===== src/rtl/fu_dep_pkg.sv =====
package fu_dep_pkg;

  // Widest unit count supported by the helper functions.
  localparam int FU_MAX = 64;

  typedef logic [FU_MAX-1:0] fu_vec_t;

  // Number of set bits in a (zero-extended) unit vector.
  function automatic int unsigned fu_popcount(fu_vec_t v);
    int unsigned n;
    n = 0;
    for (int i = 0; i < FU_MAX; i++) begin
      n += int'(v[i]);
    end
    return n;
  endfunction

  // True when exactly one unit is named.
  function automatic logic fu_single(fu_vec_t v);
    return fu_popcount(v) == 1;
  endfunction

  // True when no unit is named: the readiness NOR.
  function automatic logic fu_none(fu_vec_t v);
    return v == '0;
  endfunction

endpackage


===== src/rtl/fu_dep_issue_dec.sv =====
module fu_dep_issue_dec
  import fu_dep_pkg::*;
#(
  parameter int N_FU = 4
) (
  input  logic            issue_en,
  input  logic [N_FU-1:0] issue_fu,
  output logic            issue_ok,
  output logic [N_FU-1:0] row_load
);

  // Accept only a strobe with a strictly one-hot unit index.
  assign issue_ok = issue_en && fu_single(fu_vec_t'(issue_fu));
  assign row_load = issue_ok ? issue_fu : '0;

endmodule


===== src/rtl/fu_dep_plane.sv =====
module fu_dep_plane #(
  parameter int N_FU = 4,
  localparam int BITS = N_FU * N_FU
) (
  input  logic            clk,
  input  logic            rst_n,
  input  logic [N_FU-1:0] row_load,
  input  logic [N_FU-1:0] load_vec,
  input  logic [N_FU-1:0] col_clear,
  output logic [BITS-1:0] cells
);

  // Next value of one row: load (minus the diagonal), then the clear wins.
  function automatic logic [N_FU-1:0] row_next(
    input logic [N_FU-1:0] cur,
    input logic            load,
    input logic [N_FU-1:0] vec,
    input logic [N_FU-1:0] self_bit,
    input logic [N_FU-1:0] clr
  );
    logic [N_FU-1:0] base;
    base = load ? (vec & ~self_bit) : cur;
    return base & ~clr;
  endfunction

  for (genvar r = 0; r < N_FU; r++) begin : g_row
    localparam logic [N_FU-1:0] SELF = N_FU'(1) << r;
    logic [N_FU-1:0] row_q;
    logic [N_FU-1:0] row_d;

    assign row_d = row_next(row_q, row_load[r], load_vec, SELF, col_clear);

    always_ff @(posedge clk) begin
      if (!rst_n) row_q <= '0;
      else        row_q <= row_d;
    end

    assign cells[r*N_FU +: N_FU] = row_q;
  end

endmodule


===== src/rtl/fu_dep_ready.sv =====
module fu_dep_ready
  import fu_dep_pkg::*;
#(
  parameter int N_FU = 4,
  localparam int BITS = N_FU * N_FU
) (
  input  logic [BITS-1:0] cells,
  output logic [N_FU-1:0] ready
);

  for (genvar r = 0; r < N_FU; r++) begin : g_nor
    assign ready[r] = fu_none(fu_vec_t'(cells[r*N_FU +: N_FU]));
  end

endmodule


===== src/rtl/fu_dep_matrix.sv =====
module fu_dep_matrix #(
  parameter int N_FU = 4
) (
  input  logic            clk,
  input  logic            rst_n,
  input  logic            issue_en,
  input  logic [N_FU-1:0] issue_fu,
  input  logic [N_FU-1:0] issue_raw,
  input  logic [N_FU-1:0] issue_war,
  input  logic [N_FU-1:0] wr_done,
  input  logic [N_FU-1:0] rd_done,
  output logic [N_FU-1:0] rd_ready,
  output logic [N_FU-1:0] wr_ready
);

  localparam int BITS = N_FU * N_FU;

  // Named internal events, visible to the bound checker.
  logic            issue_ok;
  logic [N_FU-1:0] issue_load;
  logic [BITS-1:0] raw_cells;
  logic [BITS-1:0] war_cells;

  fu_dep_issue_dec #(.N_FU(N_FU)) u_dec (
    .issue_en (issue_en),
    .issue_fu (issue_fu),
    .issue_ok (issue_ok),
    .row_load (issue_load)
  );

  // Read-wait plane: column j released when unit j writes its result.
  fu_dep_plane #(.N_FU(N_FU)) u_raw_plane (
    .clk       (clk),
    .rst_n     (rst_n),
    .row_load  (issue_load),
    .load_vec  (issue_raw),
    .col_clear (wr_done),
    .cells     (raw_cells)
  );

  // Write-wait plane: column j released when unit j reads its operands.
  fu_dep_plane #(.N_FU(N_FU)) u_war_plane (
    .clk       (clk),
    .rst_n     (rst_n),
    .row_load  (issue_load),
    .load_vec  (issue_war),
    .col_clear (rd_done),
    .cells     (war_cells)
  );

  fu_dep_ready #(.N_FU(N_FU)) u_rd_nor (
    .cells (raw_cells),
    .ready (rd_ready)
  );

  fu_dep_ready #(.N_FU(N_FU)) u_wr_nor (
    .cells (war_cells),
    .ready (wr_ready)
  );

endmodule


===== config.mk =====
export PLATFORM = sky130hd
export DESIGN_NAME = fu_dep_matrix
export DESIGN_NICKNAME = d
export VERILOG_FILES = /design/src/rtl/fu_dep_pkg.sv /design/src/rtl/fu_dep_issue_dec.sv /design/src/rtl/fu_dep_plane.sv /design/src/rtl/fu_dep_ready.sv /design/src/rtl/fu_dep_matrix.sv
export SDC_FILE = /design/constraint.sdc
export NUM_CORES = 1
export LEC_CHECK = 0
export CORE_MARGIN = 5
export CORE_UTILIZATION = 50
export DETAILED_ROUTE_END_ITERATION = 8
export PLACE_DENSITY = 0.81
export SETUP_SLACK_MARGIN = 0.02
export SLEW_MARGIN = 10
export SYNTH_ARGS = -nofsm -noshare
export SYNTH_HDL_FRONTEND = slang
export SYNTH_HIERARCHICAL = 1
export SYNTH_SLANG_ARGS = --single-unit

===== constraint.sdc =====
create_clock -name clk -period 3.49 [get_ports clk]
set_input_delay 0.349 -clock clk [delete_from_list [all_inputs] [get_ports clk]]
set_output_delay 0.349 -clock clk [all_outputs]
set_load 0.005 [all_outputs]

# After elaboration in Yosys (flattened, before gate mapping)
# Index checks and enable logic that the tools add are counted.
[totals] register_bits=32 elab_cells=40
[op_classes] n_addsub=3 eq_ne=1 muxes=9 bitwise=10 n_reduce_logical=9
[ops] cell="$add A32 B1 Y32" n=2
[ops] cell="$mux W4" n=9
[ops] cell="$and A4 B4 Y4" n=8
[ops] cell="$eq A32 B1 Y1 const B" n=1
[ops] cell="$logic_not A4 Y1" n=8
[ops] cell="$not A4 Y4" n=2
[ops] cell="$add A1 B1 Y2" n=1
[ops] cell="$logic_and A1 B1 Y1" n=1

# Depth between registers and ports, before layout
[depth] ltp_word=8 mapped_depth=9

# By module
# The synthesis kept the hierarchy.
[by_module_without_submodules] mod="fu_dep_plane" n_inst=2 cells_per_inst=48 area_each_um2=555.5
[by_module_without_submodules] mod="fu_dep_issue_dec" n_inst=1 cells_per_inst=13 area_each_um2=106.4
[by_module_without_submodules] mod="fu_dep_ready" n_inst=2 cells_per_inst=4 area_each_um2=50.0

# Least setup slack after synthesis
# OpenSTA, ideal clock, no wires.
[synth_timing] path_kind="in2reg" start="input issue_fu[0]" end="register u_raw_plane.g_row[0].row_q[1]" setup_time_ns=0.118 arrival_ns=2.157 setup_slack_ns=1.216 cell_stages=9 n_path_buf=0 path_cell_list="inv_1 -> fa_1 -> inv_1 -> ha_1 -> ha_1 -> and4bb_2 -> and2_2 -> mux2i_1 -> nor2_1"
[synth_via] elab_chain_cells=8
[synth_rtl] element="start: declaration" line_no="fu_dep_matrix.sv:7" rtl="input logic [N_FU-1:0] issue_fu,"
[synth_rtl] element="$add A1 B1 Y2" line_no="fu_dep_pkg.sv:13" rtl="n += int'(v[i]);"
[synth_rtl] element="$add A32 B1 Y32 (2 in series)" line_no="fu_dep_pkg.sv:13"
[synth_rtl] element="$eq A32 B1 Y1" line_no="fu_dep_pkg.sv:20" rtl="return fu_popcount(v) == 1;"
[synth_rtl] element="$logic_and A1 B1 Y1" line_no="fu_dep_issue_dec.sv:13" rtl="assign issue_ok = issue_en && fu_single(fu_vec_t'(issue_fu));"
[synth_rtl] element="via issue_ok" line_no="fu_dep_matrix.sv:19" rtl="logic issue_ok;"
[synth_rtl] element="$mux W4" line_no="fu_dep_issue_dec.sv:14" rtl="assign row_load = issue_ok ? issue_fu : '0;"
[synth_rtl] element="via issue_load[0]" line_no="fu_dep_matrix.sv:20" rtl="logic [N_FU-1:0] issue_load;"
[synth_rtl] element="$mux W4" line_no="fu_dep_plane.sv:22" rtl="base = load ? (vec & ~self_bit) : cur;"
[synth_rtl] element="$and A4 B4 Y4" line_no="fu_dep_plane.sv:23" rtl="return base & ~clr;"
[synth_rtl] element="end signal: assignment" line_no="fu_dep_plane.sv:35" rtl="else row_q <= row_d;"
[synth_rtl] element="end: declaration" line_no="fu_dep_plane.sv:28" rtl="logic [N_FU-1:0] row_q;"
# The timed path passes the listed nets, and every way through them passes these cells.
# A chain may end at the register's enable or synchronous reset.

# Worst setup path in the final report
[layout_timing] start="input issue_fu[0]" end="register u_raw_plane.g_row[2].row_q[3]"
[layout_via] elab_chain_cells=8
[layout_rtl] element="$add A1 B1 Y2" line_no="fu_dep_pkg.sv:13"
[layout_rtl] element="$add A32 B1 Y32 (2 in series)" line_no="fu_dep_pkg.sv:13"
[layout_rtl] element="$eq A32 B1 Y1" line_no="fu_dep_pkg.sv:20"
[layout_rtl] element="$logic_and A1 B1 Y1" line_no="fu_dep_issue_dec.sv:13"
[layout_rtl] element="via issue_ok" line_no="fu_dep_matrix.sv:19"
[layout_rtl] element="$mux W4" line_no="fu_dep_issue_dec.sv:14"
[layout_rtl] element="via issue_load[2]" line_no="fu_dep_matrix.sv:20"
[layout_rtl] element="$mux W4" line_no="fu_dep_plane.sv:22"
[layout_rtl] element="$and A4 B4 Y4" line_no="fu_dep_plane.sv:23"
[layout_rtl] element="end signal: assignment" line_no="fu_dep_plane.sv:35"
[layout_rtl] element="end: declaration" line_no="fu_dep_plane.sv:28"
# The timed path passes the listed nets, and every way through them passes these cells.

==> tab_implementation.tex <==
\begin{tabular}{lr}
\hline
Metric & Value \\
\hline
\multicolumn{2}{l}{\textbf{Floorplan}} \\
Area of the core & 2500 sq um \\
Width of the chip & 61.3 microns \\
DIE HEIGHT & 61.3 microns \\
Floorplan die area & 3760 sq um \\
Starting Density & a little over half \\
Number of top-level pins & 31 \\
Num rows & 18 \\
\multicolumn{2}{l}{\textbf{Placement}} \\
Final estimated routing congestion in global placement & 0.727 \\
Port Buf Inserts & 30 \\
Detailed Place HPWL & 2.22 mm \\
\multicolumn{2}{l}{\textbf{Synthesis}} \\
Combinational family with the most area after synthesis & simple AND/OR/NAND/NOR gates \\
Adder-Cell Fraction of Synth Area & 3.42\% \\
Share of cell area taken by muxes after synthesis & 18.2\% \\
Cell count after synthesis & 117 \\
Count of different cell masters after synthesis & 13 \\
Syn\_area\_per\_cell & 11.3 sq um \\
Cells taking the most area after synthesis & dfxtp\_1 (49\%), mux2i\_1 (18\%), nor4\_2 (7.6\%) \\
Library cell with the highest instance count after synthesis & dfxtp\_1 \\
Xor/xnor cell area share of the yosys netlist & 0\% \\
Mapped cell area & 1320 sq um \\
Synth Net Count & about 140 \\
Warnings, synthesis & 6 \\
Top cell type's share of synthesized area & 48.6\% \\
Area fraction in compound gates after synthesis & 0\% \\
Simple-gate portion of the synthesized area & approximately 28\% \\
Most common flop cell mapped by yosys & dfxtp\_1 \\
Async set-reset flop share out of synthesis & 0\% \\
Cell type with the highest aggregate area in the netlist & dfxtp\_1 \\
Proportion of synthesized chip area in sequential cells & 48.6\% \\
Post-synthesis register bit count & 32 \\
Most frequent cells after synthesis & dfxtp\_1 (32), mux2i\_1 (24), nor2\_1 (24) \\
Number of flops mapped to enable cells by yosys & 0 \\
\multicolumn{2}{l}{\textbf{Timing}} \\
RSZ-0062 raised after global routing & no \\
Number of setup violations in the final report & 0 \\
Highest attainable clock frequency & 383 MHz \\
Final worst path period need & 2.61 ns \\
Final clock skew & 0 ns \\
Final Max Slew Viols & 0 \\
Final critical-path share of the clock period & 74.9\% \\
Aggregate negative setup slack & 0 ns \\
Pin slew with the least headroom to its limit & 0.466 ns \\
Number of hold violations in the final report & 0 \\
Worst max-slew margin expressed relative to the limit & 68.8\% \\
\multicolumn{2}{l}{\textbf{Global routing}} \\
Number of antenna violations at the first check in global routing & 0 \\
Final global-route overflow total & 0 \\
Pin count of the biggest net entering global routing & 10 \\
Total global-route track usage & 17.3\% \\
Wire length of the first global-routing pass & 4.61 mm \\
Via count of the first global-routing pass & 947 \\
\multicolumn{2}{l}{\textbf{Setup path}} \\
Sort of element at the start of the critical path & input pin \\
Critical Path Sink Type & flop \\
Largest fanout on the critical path & 8 \\
Setup slack on the worst flop-to-flop path & 2.80 ns \\
Arrival @ worst endpoint & roughly 2.8 ns \\
Length in cells of the worst reg-to-reg path & 1 \\
Start point of the critical path & issue\_fu[0] \\
Critical Setup Path Class & input pin to flop \\
Data required time of the worst path & between 3 and 4 ns \\
Launch point of the worst reg-to-reg path & u\_war\_plane/g\_row[2].row\_q[2]\$\_SDFF\_PN0\_ \\
\multicolumn{2}{l}{\textbf{Clock network}} \\
Clk sinks & 32 \\
Number of buffers inserted during clock tree synthesis & 5 \\
Number of buffers inserted to repair setup after CTS & 0 \\
Clock root buffer & clkbuf\_4 \\
Later-pin clock latency in the skew report & approximately 0.32 ns \\
Buffers from clock root to sink, at most & 2 \\
Number of gates resized after cts & 0 \\
Worst-path clk slew & approximately 0.090 ns \\
\# hold bufs at CTS & 0 \\
Deepest level of the CTS H-tree & 2 \\
TritonCTS clock tree & built \\
\multicolumn{2}{l}{\textbf{Final layout}} \\
Layout cell share with drive strength beyond 1 & 17.5\% \\
Layout Nets & 180 \\
Number of inserted filler cells in the final layout & 199 \\
Antenna diodes & 0 \\
Area Growth Syn to Fin & 29.2\% \\
\multicolumn{2}{l}{\textbf{Detailed routing}} \\
Via Count & $\sim$950 \\
Post-Route WL & 2.83 mm \\
Drt first pass iters & 4 \\
Mean number of vias per cell & 5.14 \\
Average wire per cell in the routed design & 15.4 microns \\
Number of nets still failing antenna checks after routing & 0 \\
Post-route DRC & 0 \\
Detailed Route Iter0 Violations & 34 \\
\multicolumn{2}{l}{\textbf{Power}} \\
Total power consumption of the routed design & between 0.6 and 0.7 mW \\
P per Cell Area & between 300 and 400 nW/um\^{}2 \\
Static leakage & 0.591 nW \\
IR drop worst, VDD & around 270 uV \\
\multicolumn{2}{l}{\textbf{Run status}} \\
Result of the run & completed \\
\multicolumn{2}{l}{\textbf{Worst hold path}} \\
Cell depth of the worst hold path & 1 \\
Beginning of the worst hold path & u\_raw\_plane/g\_row[3].row\_q[3]\$\_SDFF\_PN0\_ \\
Hold Path Class & flop to flop \\
\multicolumn{2}{l}{\textbf{Job}} \\
Total of max-cap violations & 0 \\
\hline
\end{tabular}
[sequential cells by signal, summed over array words and instances, names as in the netlist]
signal / flops
u_raw_plane/g_row.row_q: 16
u_war_plane/g_row.row_q: 16
[routing by layer]
metal  routed length [microns]  global-route usage, %  share of wire (%)
met1                      1280                   22.8                 45
met2                      1350                   26.7                 48
met3                       156                   6.08                5.5
met4                        34                   5.45                1.2
met5                         0                      0                  0
[area by class of cell]
type                            instances  area, sq um  share of cell area [%]
Inverter                                5         18.8                    1.10
Clock buffer                            6         41.3                    2.43
Sequential cell                        32          641                    37.6
Multi-Input combinational cell         80          658                    38.7
Tap cell                               30         37.5                    2.21
Clock inverter                          1         5.00                   0.294
Timing Repair Buffer                   30          300                    17.6
[logic make-up after synthesis]
logic type / count (synthesis)
and+or+nand+nor: 53
adders and majority gates: 3
buffers and inverters: 5
DFF: 32
muxes: 24
[layout by cell type (no fill, tap or decap), drive strengths merged]
cell,n
dfxtp,32
clkdlybuf4s50,30
mux2i,24
nor2,24
nor4,8
nand2b,8
nor3b,8
clkbuf,6
inv,5
and2,4
ha,2
clkinv,1
and4bb,1
fa,1
[worst max-delay path: stages]
cell and delay [ns]:
clkdlybuf4s50_1 0.47, inv_1 0.06, fa_1 0.53, inv_1 0.04, ha_1 0.18, ha_1 0.28
and4bb_2 0.31, and2_2 0.30, mux2i_1 0.25, nor2_1 0.06
[through the flow]
stage	utilization (%)	setup slack, ns	hold WS [ns]	area, sq um	std cells
finish	68.1	0.877	0.491	1700	184
global route	68.1	0.767	0.512	1700	184
CTS	68.1	0.873	0.495	1700	184
detailed placement	66.2	0.514	0.482	1660	177
global placement	66.2	0.622	0.476	1660	177
floorplan	-	1.22	0.466	1320	117
[where the power goes]
part / internal (mW) / leakage (nW) / switching, mW
sequential: 0.369 / 0.258 / 0.00261
combinational: 0.0505 / 0.305 / 0.0375
clock: 0.0740 / 0.0281 / 0.117
[final timing paths]
path	endpoint
worst min register to register	u_raw_plane/g_row[3].row_q[3]$_SDFF_PN0_
worst min-delay path	u_raw_plane/g_row[3].row_q[3]$_SDFF_PN0_
worst max register to register	u_war_plane/g_row[2].row_q[2]$_SDFF_PN0_
worst max-delay path	u_raw_plane/g_row[2].row_q[3]$_SDFF_PN0_
Note: power is estimated with default switching activity, not from simulation.
